<file path="config.mk">
export PLATFORM = sky130hd
export DESIGN_NAME = f2i_convert
export DESIGN_NICKNAME = d
export VERILOG_FILES = /design/src/rtl/f2i_pkg.sv /design/src/rtl/f2i_classify.sv /design/src/rtl/f2i_align.sv /design/src/rtl/f2i_round.sv /design/src/rtl/f2i_convert.sv
export SDC_FILE = /design/constraint.sdc
export NUM_CORES = 1
export LEC_CHECK = 0
export ABC_AREA = 1
export ABC_CLOCK_PERIOD_IN_PS = 18000
export CAP_MARGIN = 20
export CORE_UTILIZATION = 62
export DETAILED_ROUTE_END_ITERATION = 7
export GPL_TIMING_DRIVEN = 0
export PLACE_DENSITY = 0.93
export SETUP_SLACK_MARGIN = 0.1
export SKIP_CTS_REPAIR_TIMING = 1
export SLEW_MARGIN = 0
export SYNTH_ARGS = -nofsm -noshare
export SYNTH_HDL_FRONTEND = slang
export SYNTH_SLANG_ARGS = --single-unit
</file>
<file path="constraint.sdc">
create_clock -name clk -period 18 [get_ports clk]
set_clock_uncertainty 0.2 [all_clocks]
set_input_delay 1.8 -clock clk [delete_from_list [all_inputs] [get_ports clk]]
set_output_delay 1.8 -clock clk [all_outputs]
set_load 0.03 [all_outputs]
</file>
<file path="src/rtl/f2i_pkg.sv">
package f2i_pkg;

  localparam int EXP_W = 8;
  localparam int MAN_W = 23;
  localparam int BIAS  = 127;

  typedef enum logic [1:0] {
    RM_NEAR_EVEN = 2'd0,
    RM_TO_ZERO   = 2'd1,
    RM_UP        = 2'd2,
    RM_DOWN      = 2'd3
  } rmode_e;

  typedef enum logic [2:0] {
    CL_ZERO = 3'd0,
    CL_SUB  = 3'd1,
    CL_NORM = 3'd2,
    CL_INF  = 3'd3,
    CL_NAN  = 3'd4
  } fclass_e;

  // Decide whether the truncated magnitude must be bumped by one.
  function automatic logic rnd_inc(rmode_e m, logic neg, logic lsb, logic g, logic st);
    logic any;
    any = g | st;
    case (m)
      RM_NEAR_EVEN: return g & (st | lsb);
      RM_TO_ZERO:   return 1'b0;
      RM_UP:        return ~neg & any;
      default:      return neg & any;
    endcase
  endfunction

  // Classify from the raw exponent and fraction fields.
  function automatic fclass_e classify_f(logic [EXP_W-1:0] e, logic [MAN_W-1:0] f);
    logic e_all1, e_all0, f_zero;
    e_all1 = &e;
    e_all0 = ~|e;
    f_zero = ~|f;
    if (e_all1) return f_zero ? CL_INF : CL_NAN;
    if (e_all0) return f_zero ? CL_ZERO : CL_SUB;
    return CL_NORM;
  endfunction

endpackage

</file>
<file path="src/rtl/f2i_classify.sv">
module f2i_classify
  import f2i_pkg::*;
#(
  parameter int EW = EXP_W,
  parameter int MW = MAN_W
) (
  input  logic [EW+MW:0]   word,
  output logic             sign,
  output logic [EW-1:0]    exp_fld,
  output logic [MW:0]      sig,
  output fclass_e          fclass
);
  logic [MW-1:0] frac;

  assign sign    = word[EW+MW];
  assign exp_fld = word[EW+MW-1:MW];
  assign frac    = word[MW-1:0];
  assign fclass  = classify_f(exp_fld, frac);
  // Hidden one present only for normal numbers.
  assign sig     = {(fclass == CL_NORM), frac};
endmodule

</file>
<file path="src/rtl/f2i_align.sv">
module f2i_align
  import f2i_pkg::*;
#(
  parameter int EW     = EXP_W,
  parameter int MW     = MAN_W,
  parameter int BIAS_V = BIAS,
  parameter int INT_W  = 32,
  parameter int FRAC_W = 32
) (
  input  fclass_e          fclass,
  input  logic [EW-1:0]    exp_fld,
  input  logic [MW:0]      sig,
  output logic [INT_W-1:0] int_part,
  output logic             guard,
  output logic             sticky,
  output logic             huge
);
  localparam int FIX_W = INT_W + FRAC_W;
  localparam int SH_W  = $clog2(FIX_W);
  localparam int UE_W  = EW + 2;
  localparam int OFS   = FRAC_W - MW;

  logic signed [UE_W-1:0] e_unb;
  logic signed [UE_W-1:0] sh_s;
  logic [SH_W-1:0]        sh_amt;
  logic [FIX_W-1:0]       fixed;
  logic                   tiny;

  assign e_unb  = $signed({2'b00, exp_fld}) - UE_W'(BIAS_V);
  assign sh_s   = e_unb + UE_W'(OFS);
  assign sh_amt = sh_s[SH_W-1:0];

  always_comb begin
    huge  = 1'b0;
    tiny  = 1'b0;
    fixed = '0;
    case (fclass)
      CL_SUB: tiny = 1'b1;
      CL_NORM: begin
        if (e_unb > UE_W'(INT_W - 1)) huge = 1'b1;
        else if (sh_s < 0)            tiny = 1'b1;
        else                          fixed = FIX_W'(sig) << sh_amt;
      end
      default: ;
    endcase
  end

  // Values below the guard weight collapse to a lone sticky bit.
  assign int_part = tiny ? '0   : fixed[FIX_W-1:FRAC_W];
  assign guard    = tiny ? 1'b0 : fixed[FRAC_W-1];
  assign sticky   = tiny ? 1'b1 : |fixed[FRAC_W-2:0];
endmodule

</file>
<file path="src/rtl/f2i_round.sv">
module f2i_round
  import f2i_pkg::*;
#(
  parameter int INT_W = 32
) (
  input  rmode_e           mode,
  input  fclass_e          fclass,
  input  logic             sign,
  input  logic [INT_W-1:0] int_part,
  input  logic             guard,
  input  logic             sticky,
  input  logic             huge,
  output logic             rnd_up,
  output logic [INT_W-1:0] result,
  output logic             invalid,
  output logic             overflow,
  output logic             inexact
);
  localparam logic [INT_W-1:0] POS_MAX = {1'b0, {(INT_W-1){1'b1}}};
  localparam logic [INT_W-1:0] NEG_MIN = {1'b1, {(INT_W-1){1'b0}}};
  localparam logic [INT_W:0]   POS_LIM = {2'b00, {(INT_W-1){1'b1}}};
  localparam logic [INT_W:0]   NEG_LIM = {2'b01, {(INT_W-1){1'b0}}};

  logic [INT_W:0]   mag_r;
  logic             out_range;
  logic [INT_W-1:0] signed_val;

  assign rnd_up     = rnd_inc(mode, sign, int_part[0], guard, sticky);
  assign mag_r      = {1'b0, int_part} + {{INT_W{1'b0}}, rnd_up};
  assign out_range  = huge | (sign ? (mag_r > NEG_LIM) : (mag_r > POS_LIM));
  assign signed_val = sign ? (~mag_r[INT_W-1:0] + 1'b1) : mag_r[INT_W-1:0];

  always_comb begin
    invalid  = 1'b0;
    overflow = 1'b0;
    inexact  = 1'b0;
    result   = signed_val;
    if (fclass == CL_NAN) begin
      invalid = 1'b1;
      result  = NEG_MIN;
    end else if (fclass == CL_INF || out_range) begin
      overflow = 1'b1;
      result   = sign ? NEG_MIN : POS_MAX;
    end else begin
      inexact = guard | sticky;
    end
  end
endmodule

</file>
<file path="src/rtl/f2i_convert.sv">
module f2i_convert
  import f2i_pkg::*;
#(
  parameter int INT_W  = 32,
  parameter int FRAC_W = 32
) (
  input  logic        clk,
  input  logic        rst,
  input  logic        in_valid,
  input  logic [31:0] in_word,
  input  logic [1:0]  in_mode,
  output logic        out_valid,
  output logic [31:0] out_int,
  output logic        out_invalid,
  output logic        out_overflow,
  output logic        out_inexact
);
  localparam int WORD_W = EXP_W + MAN_W + 1;

  logic              c_sign;
  logic [EXP_W-1:0]  c_exp;
  logic [MAN_W:0]    c_sig;
  fclass_e           c_class;
  logic [INT_W-1:0]  a_int;
  logic              a_guard, a_sticky, a_huge;
  logic              r_up;
  logic [INT_W-1:0]  r_val;
  logic              r_inv, r_ovf, r_inx;
  rmode_e            mode_q;

  assign mode_q = rmode_e'(in_mode);

  f2i_classify #(.EW(EXP_W), .MW(MAN_W)) u_cls (
    .word(in_word[WORD_W-1:0]), .sign(c_sign), .exp_fld(c_exp),
    .sig(c_sig), .fclass(c_class)
  );

  f2i_align #(.EW(EXP_W), .MW(MAN_W), .BIAS_V(BIAS), .INT_W(INT_W), .FRAC_W(FRAC_W)) u_aln (
    .fclass(c_class), .exp_fld(c_exp), .sig(c_sig),
    .int_part(a_int), .guard(a_guard), .sticky(a_sticky), .huge(a_huge)
  );

  f2i_round #(.INT_W(INT_W)) u_rnd (
    .mode(mode_q), .fclass(c_class), .sign(c_sign), .int_part(a_int),
    .guard(a_guard), .sticky(a_sticky), .huge(a_huge), .rnd_up(r_up),
    .result(r_val), .invalid(r_inv), .overflow(r_ovf), .inexact(r_inx)
  );

  always_ff @(posedge clk) begin
    if (rst) begin
      out_valid    <= 1'b0;
      out_int      <= '0;
      out_invalid  <= 1'b0;
      out_overflow <= 1'b0;
      out_inexact  <= 1'b0;
    end else begin
      out_valid <= in_valid;
      if (in_valid) begin
        out_int      <= r_val[31:0];
        out_invalid  <= r_inv;
        out_overflow <= r_ovf;
        out_inexact  <= r_inx;
      end
    end
  end

  // ---------------- assertions ----------------
  assert_valid_follow_R2: assert property (@(posedge clk) disable iff (rst)
    in_valid |=> out_valid);
  assert_valid_drop_R2: assert property (@(posedge clk) disable iff (rst)
    !in_valid |=> !out_valid);
  assert_hold_R2: assert property (@(posedge clk) disable iff (rst)
    !in_valid |=> $stable(out_int) && $stable(out_inexact));
  assert_nan_code_R7: assert property (@(posedge clk) disable iff (rst)
    out_invalid |-> (out_int == 32'h8000_0000) && !out_overflow);
  assert_sat_value_R9: assert property (@(posedge clk) disable iff (rst)
    out_overflow |-> (out_int == 32'h7FFF_FFFF) || (out_int == 32'h8000_0000));
  assert_one_flag_R6: assert property (@(posedge clk) disable iff (rst)
    $countones({out_invalid, out_overflow, out_inexact}) <= 1);
  assert_bump_cause_R6: assert property (@(posedge clk) disable iff (rst)
    r_up |-> (a_guard | a_sticky));
  assert_trunc_no_bump_R3: assert property (@(posedge clk) disable iff (rst)
    (in_valid && in_mode == 2'd1) |-> !r_up);
  assert_sub_inexact_R10: assert property (@(posedge clk) disable iff (rst)
    (in_valid && c_class == CL_SUB) |=> out_inexact);
endmodule

</file>
==> results of run 1 <==
cells in the final DEF, fill, tap and decap left out, types with 20 or more instances in the layout:
| cell | netlist | final |
|---|---|---|
| o21ai_1 | 20 | 20 |
| a21oi_1 | 28 | 28 |
| inv_1 | 101 | 101 |
| nand2_1 | 529 | 529 |
| nor2_1 | 144 | 144 |
| nand2_2 | 23 | 23 |
| o21ai_0 | 37 | 37 |
| buf_2 | 20 | 20 |
| clkdlybuf4s50_1 | 0 | 69 |
| nand3_1 | 244 | 244 |
| dfxtp_1 | 36 | 36 |
| nand4_1 | 31 | 31 |
kinds of logic after synthesis:
kind of cell             Yosys count  synth area share
flip-flops                        36            0.1036
XOR/XNOR                           6          0.008633
buffers and inverters            185            0.1246
AO/OA/AOI/OAI                    103           0.08399
AND/OR/NAND/NOR                 1041            0.6648
adder cells (fa/ha/maj)            8           0.01439
sequential cells by signal, indices dropped and copies added (netlist names):
name          count
out_inexact       1
out_int          32
out_invalid       1
out_overflow      1
out_valid         1
worst reg2reg max path, cell delays in order (launching register included):
cell	delay [ns]
dfxtp_1	0.38
nand2_1	0.08
a21oi_1	0.21
synth_stat cells (2+ instances only):
cell	number
nor4_1	6
nand3_1	244
nor2_2	17
or2_1	3
ha_1	8
o21ai_0	37
nor2_1	144
nand3b_1	3
o21ai_1	20
dfxtp_1	36
clkbuf_1	12
buf_1	7
o31ai_1	2
buf_6	11
and2_1	2
nor3_1	12
or2_2	5
buf_2	20
nand3_2	8
clkinv_1	4
nor2_4	7
inv_1	101
nand2_1	529
inv_2	15
a21oi_1	28
nand4_1	31
xnor2_1	4
o211ai_1	2
nand2_4	4
a21oi_2	10
nand2_2	23
buf_4	12
power groups by stage:
stage	clock (W)	sequential [W]	combinational (W)
6_report	0.0000748	0.0000910	0.000339
5_1_grt	0.0000778	0.0000918	0.000362
4_1_cts	0.0000747	0.0000909	0.000322
3_5_place_dp	0	0.0000927	0.000320
3_3_place_gp	0	0.0000923	0.000316
2_1_floorplan	0	0.000107	0.000213
layout make-up:
cell class                      instances  area [sq um]
Inverter                              122         461.7
Multi-Input combinational cell       1158          5369
Tap cell                              140         175.2
Buffer                                 63         405.4
Fill cell                            1036          2954
Clock buffer                            5         68.82
Timing Repair Buffer                   69         690.7
Clock inverter                          3         42.54
Sequential cell                        36         720.7
stage by stage:
| step | power, W | instance area [sq um] | instances | utilization | worst slack [ns] |
|---|---|---|---|---|---|
| CTS | 0.0004875 | 7934 | 1596 | 0.7287 | 9.293 |
| detailed placement | 0.0004124 | 7823 | 1588 | 0.7185 | 9.026 |
| finish | 0.0005048 | 7934 | 1596 | 0.7287 | 8.949 |
| global route | 0.0005318 | 7934 | 1596 | 0.7287 | 8.567 |
| global placement | 0.0004081 | 7823 | 1588 | 0.7185 | 9.140 |
| floorplan | 0.0003199 | 6957 | 1379 | - | 10.92 |
layer usage:
layer / routed length, um / GRT usage / part of all wire / vias to the layer above
li1: - / - / - / 4611
met2: 10560 / 0.6749 / 0.39 / 741
met1: 10730 / 0.6214 / 0.40 / 4233
met3: 4314 / 0.1556 / 0.16 / 125
met4: 1262 / 0.1840 / 0.047 / 0
met5: 0 / 0 / 0 / -
path summary, 6_finish.rpt:
check               from          end  slack (ns)  depth (start not counted)
min reg2reg  out_int[21]  out_int[21]        0.27                          2
max          in_word[23]   out_int[6]        8.95                         42
min          out_int[21]  out_int[21]        0.27                          2
max reg2reg   out_int[6]   out_int[6]       17.05                          2
==> summary.md, run 1 <==
| Metric | Value |
|---|---|
| Status | `complete, but fails checks` |
| Failing checks | `DRC` |
| Leakage power | `3.872 nW` |
| Synth warn | `0` |
| # nets final | `1500` |
| Syn nets | `1424` |
| Initial drt markers | `1716` |
| GP Congestion | `1.094` |
| Part of the power in registers | `0.180` |
| Fmax achieved | `110.5 MHz` |
| Die Area | `11650 sq um` |
| Max cap viols | `0` |
| HP Class | `flip-flop to flip-flop` |
| Initial core utilization | `0.6389` |
| CORE AREA | `10890 sq um` |
| Clock share of power | `0.148` |
| GRT Overall Usage | `0.4628` |
| Vias in the first global route | `8375` |
| Buf/Inv on CP | `10` |
| Clock Path Buffers | `2` |
| Post-route DRC | `32` |
| Worst Path Arrival | `9.00 ns` |
| RSZ-0062 raised after global routing | `false` |
| Post-Syn Area | `6957 sq um` |
| Clk_lat worst skew | `0.31 ns` |
| Worst setup SP type | `input pin` |
| Register bit total from synthesis | `36` |
| Async SR Flop Fraction | `0` |
| Via count | `9710` |
| Clock transition at path regs | `0.07 ns` |
| Slew headroom | `0.5641` |
| First-pass GRT wire length | `41.81 mm` |
| Maximum vdd drop | `0.05639 mV` |
| P&R area growth vs syn | `14.05%` |
| Num CTS Buffers | `5` |
| Final setup fails | `0` |
| Synth Flop Type | `dfxtp_1` |
| CP required | `17.95 ns` |
| Worst Path Max Fanout | `11` |
| Die Ht | `107.9 um` |
| Cells after synthesis | `1379` |
| Antenna-violating nets left | `0` |
| Pin count of the biggest net entering global routing | `13` |
| Power Density | `63.63 nW/um^2` |
| Sw Ratio | `0.5362` |
| ANT cells | `0` |
| Routed wire length | `26.86 mm` |
| CTS root buf | `clkbuf_8` |
| Final period util | `0.5028` |
| Slowest stage cell on the critical path | `clkdlybuf4s50_1` |
| First-pass DRT Iterations | `8` |
| Final hold slack | `0.2679 ns` |
| Final min period | `9.051 ns` |
| Final Hold Viols | `0` |
| Slowest stage delay, CP | `0.50 ns` |
| CTS tree | `done` |
| Number of I/O port buffers | `69` |
| CTS sink count | `36` |
| Seq/Total Area, Yosys | `0.1036` |
| Combinational power share | `0.672` |
| Initial antenna violation count | `0` |
| Chip width | `107.9 um` |
| # rows | `38` |
| CP top delay family | `simple AND/OR/NAND/NOR gates` |
| Worst-Margin Slew | `0.6538 ns` |
| Final max-slew violation count | `0` |
| Internal | `0.0002341 W` |
| Crit path kind | `input pin to flip-flop` |
| CP Capture Type | `flip-flop` |
| Synth cell types | `44` |
| Sum of negative setup slack | `0 ns` |
| # IOs | `73` |
| Final HPWL DP | `21.70 mm` |
| Synth area leader | `nand2_1` |
| WL/cell | `16.83 um` |
| Syn Area/Cell | `5.045 sq um` |
| Synth area leaders | `nand2_1, nand3_1, dfxtp_1, nor2_1, inv_1` |
| Layout cells sized above 1 | `0.1016` |
| DR vias/cell | `6.084` |
| Gr ovfl total | `0` |
| CTS H-tree depth | `2` |
| EDFF count, synth | `0` |
| Psw | `0.0002707 W` |
| Top-area cell type share of the netlist area | `0.2854` |
Note: power is estimated with default switching activity, not from simulation.
==> inputs of run 2 (changes only) <==
--- a/config.mk
+++ b/config.mk
@@ -6,12 +6,12 @@
 export NUM_CORES = 1
 export LEC_CHECK = 0
 export ABC_AREA = 1
-export ABC_CLOCK_PERIOD_IN_PS = 18000
+export ABC_CLOCK_PERIOD_IN_PS = 7900
 export CAP_MARGIN = 20
-export CORE_UTILIZATION = 62
+export CORE_UTILIZATION = 54
 export DETAILED_ROUTE_END_ITERATION = 7
 export GPL_TIMING_DRIVEN = 0
-export PLACE_DENSITY = 0.93
+export PLACE_DENSITY = 0.87
 export SETUP_SLACK_MARGIN = 0.1
 export SKIP_CTS_REPAIR_TIMING = 1
 export SLEW_MARGIN = 0
==> constraint.sdc (replaced) <==
create_clock -name clk -period 7.9 [get_ports clk]
set_clock_uncertainty 0.2 [all_clocks]
set_input_delay 0.79 -clock clk [delete_from_list [all_inputs] [get_ports clk]]
set_output_delay 0.79 -clock clk [all_outputs]
set_load 0.03 [all_outputs]
==> summary.md, run 2 (synthesis results as in run 1) <==
| Metric | Value |
|---|---|
| Status | `complete, no violations (was complete, but fails checks)` |
| R2R Setup Slk | `7.02 ns (was 17.05 ns)` |
| Internal | `0.0005595 W (was 0.0002341 W)` |
| Final hold slack | `0.2616 ns (was 0.2679 ns)` |
| Final HPWL DP | `22.48 mm (was 21.70 mm)` |
| CTS sink count | `36 (unchanged)` |
| Clock transition at path regs | `0.05 ns (was 0.07 ns)` |
| WL/cell | `16.94 um (was 16.83 um)` |
| RSZ-0062 raised after global routing | `false (unchanged)` |
| Buf/Inv on CP | `10 (unchanged)` |
| Part of the power in registers | `0.176 (was 0.180)` |
| Routed wire length | `27.56 mm (was 26.86 mm)` |
| Clk_lat worst skew | `0.28 ns (was 0.31 ns)` |
| Die Ht | `115.5 um (was 107.9 um)` |
| CORE AREA | `12570 sq um (was 10890 sq um)` |
| Cell mode on critical path | `nand2_1` |
| DR vias/cell | `5.847 (was 6.084)` |
| Worst Path Arrival | `7.47 ns (was 9.00 ns)` |
| Maximum vdd drop | `0.1272 mV (was 0.05639 mV)` |
| Slew headroom | `0.5907 (was 0.5641)` |
| Reg with most FFs | `out_int (unchanged)` |
| CTS root buf | `clkbuf_16 (was clkbuf_8)` |
| First-pass GRT wire length | `42.25 mm (was 41.81 mm)` |
| Power Density | `146.6 nW/um^2 (was 63.63 nW/um^2)` |
| Worst Path Max Fanout | `11 (unchanged)` |
| Number of I/O port buffers | `69 (unchanged)` |
| CP required | `7.91 ns (was 17.95 ns)` |
| Fmax achieved | `134.2 MHz` |
| Crit path launch | `in_word[23] (unchanged)` |
| Combinational power share | `0.662 (was 0.672)` |
| Clock share of power | `0.162 (was 0.148)` |
| P&R area growth vs syn | `15.85% (was 14.05%)` |
| Slowest stage cell on the critical path | `clkdlybuf4s50_1 (unchanged)` |
| Final period util | `0.9434` |
| # rows | `41 (was 38)` |
| GRT Overall Usage | `0.4116 (was 0.4628)` |
| CP Capture Type | `flip-flop (unchanged)` |
| CTS tree | `done (unchanged)` |
| Antenna-violating nets left | `0 (unchanged)` |
| Multi-input gate area | `5424 sq um (was 5369 sq um)` |
| Initial core utilization | `0.5535 (was 0.6389)` |
| Leakage power | `3.888 nW (was 3.872 nW)` |
| Psw | `0.0006217 W (was 0.0002707 W)` |
| Gr ovfl total | `0 (unchanged)` |
| Final max-slew violation count | `0 (unchanged)` |
| Sw Ratio | `0.5263 (was 0.5362)` |
| Number of flip-flops in the largest register | `32 (unchanged)` |
| Worst-Margin Slew | `0.6139 ns (was 0.6538 ns)` |
| Hold Crit Start | `out_int[20] (was out_int[21])` |
| Final Hold Viols | `0 (unchanged)` |
| Layout cells sized above 1 | `0.1052 (was 0.1016)` |
| Worst setup SP type | `input pin (unchanged)` |
| Initial drt markers | `1366 (was 1716)` |
| Chip width | `115.5 um (was 107.9 um)` |
| Commonest non-fill, non-tap cell in the layout | `nand2_1 (unchanged)` |
| Num CTS Buffers | `5 (unchanged)` |
| Max cap viols | `0 (unchanged)` |
| Final min period | `7.453 ns` |
| CP top delay family | `simple AND/OR/NAND/NOR gates (unchanged)` |
| Final setup fails | `0 (unchanged)` |
| First-pass DRT Iterations | `6 (was 8)` |
| FF-to-FF Start | `out_int[26] (was out_int[6])` |
| Vias in the first global route | `8215 (was 8375)` |
| Post-route DRC | `0 (was 32)` |
| Sum of negative setup slack | `0 ns (unchanged)` |
| HP Class | `flip-flop to flip-flop (unchanged)` |
| Fin worst setup slack | `0.4470 ns (was 8.949 ns)` |
| Clock Path Buffers | `2 (unchanged)` |
| GP Congestion | `1.068 (was 1.094)` |
| Layout fillers | `1354 (was 1036)` |
| Most frequent cells in the layout | `nand2_1, nand3_1, nor2_1 (unchanged)` |
| Via count | `9513 (was 9710)` |
| ANT cells | `0 (unchanged)` |
| CTS H-tree depth | `2 (unchanged)` |
| Die Area | `13340 sq um (was 11650 sq um)` |
| Pin count of the biggest net entering global routing | `12 (was 13)` |
| Slowest stage delay, CP | `0.50 ns (about the same)` |
| Initial antenna violation count | `0 (unchanged)` |
| # IOs | `73 (unchanged)` |
| Pre-CTS setup slack | `-0.2198 ns (was 9.026 ns)` |
| FF/Latch Area | `720.7 sq um (unchanged)` |
| # nets final | `1500 (unchanged)` |
| Crit path kind | `input pin to flip-flop (unchanged)` |
-- run 2: changes by cell type in the layout (fill, tap and decap cells not counted), moves of 2 or more --
| cell | previous run | this run |
|---|---|---|
| clkbuf_16 | 0 | 5 |
| clkbuf_8 | 5 | 0 |
| ha_1 | 8 | 5 |
| ha_2 | 0 | 2 |
-- run 2: routing by layer --
metal	vias up	part of all wire	routed length [um]	global-route usage
li1	4603	-	-	-
met1	4242	0.42	11710	0.5807
met2	596	0.41	11330	0.5976
met5	-	0	0	0
met3	72	0.13	3680	0.1192
met4	0	0.031	842	0.1255
-- run 2: area by class of cell --
class / count / share of cell area
sequential: 36 / 0.08943
clock buffer: 5 / 0.01553
inverter: 122 / 0.05760
clock inverter: 2 / 0.001553
timing repair buffer: 69 / 0.08570
buffer: 63 / 0.05046
tap: 172 / 0.02670
multi-input combinational: 1158 / 0.6730
-- run 2: power groups by stage --
stage | clock, W | sequential, W | combinational [W]
global route | 0.000202 | 0.000210 | 0.000842
finish | 0.000192 | 0.000208 | 0.000782
global placement | 0 | 0.000211 | 0.000732
detailed placement | 0 | 0.000211 | 0.000737
floorplan | 0 | 0.000244 | 0.000485
CTS | 0.000193 | 0.000208 | 0.000741
-- run 2: through the flow --
stage,util,total power [W],std cells,area [sq um]
after CTS,0.6365,0.001142,1627,8000
after global routing,0.6412,0.001253,1627,8059
final,0.6412,0.001181,1627,8059
after global placement,0.6256,0.0009432,1620,7863
after detailed placement,0.6256,0.0009481,1620,7863
after floorplan,-,0.0007289,1379,6957
-- run 2: path summary, 6_finish.rpt --
check	endpoint	cells past startpoint
max	out_int[23]	42
min	out_int[20]	2
min reg2reg	out_int[20]	2
max reg2reg	out_int[26]	4
-- run 2: worst reg2reg max path, stage by stage, from the launching register on --
cell     delay, ns
dfxtp_1       0.31
inv_1         0.05
nor2_1        0.03
nor2_1        0.12
nor2_1        0.04
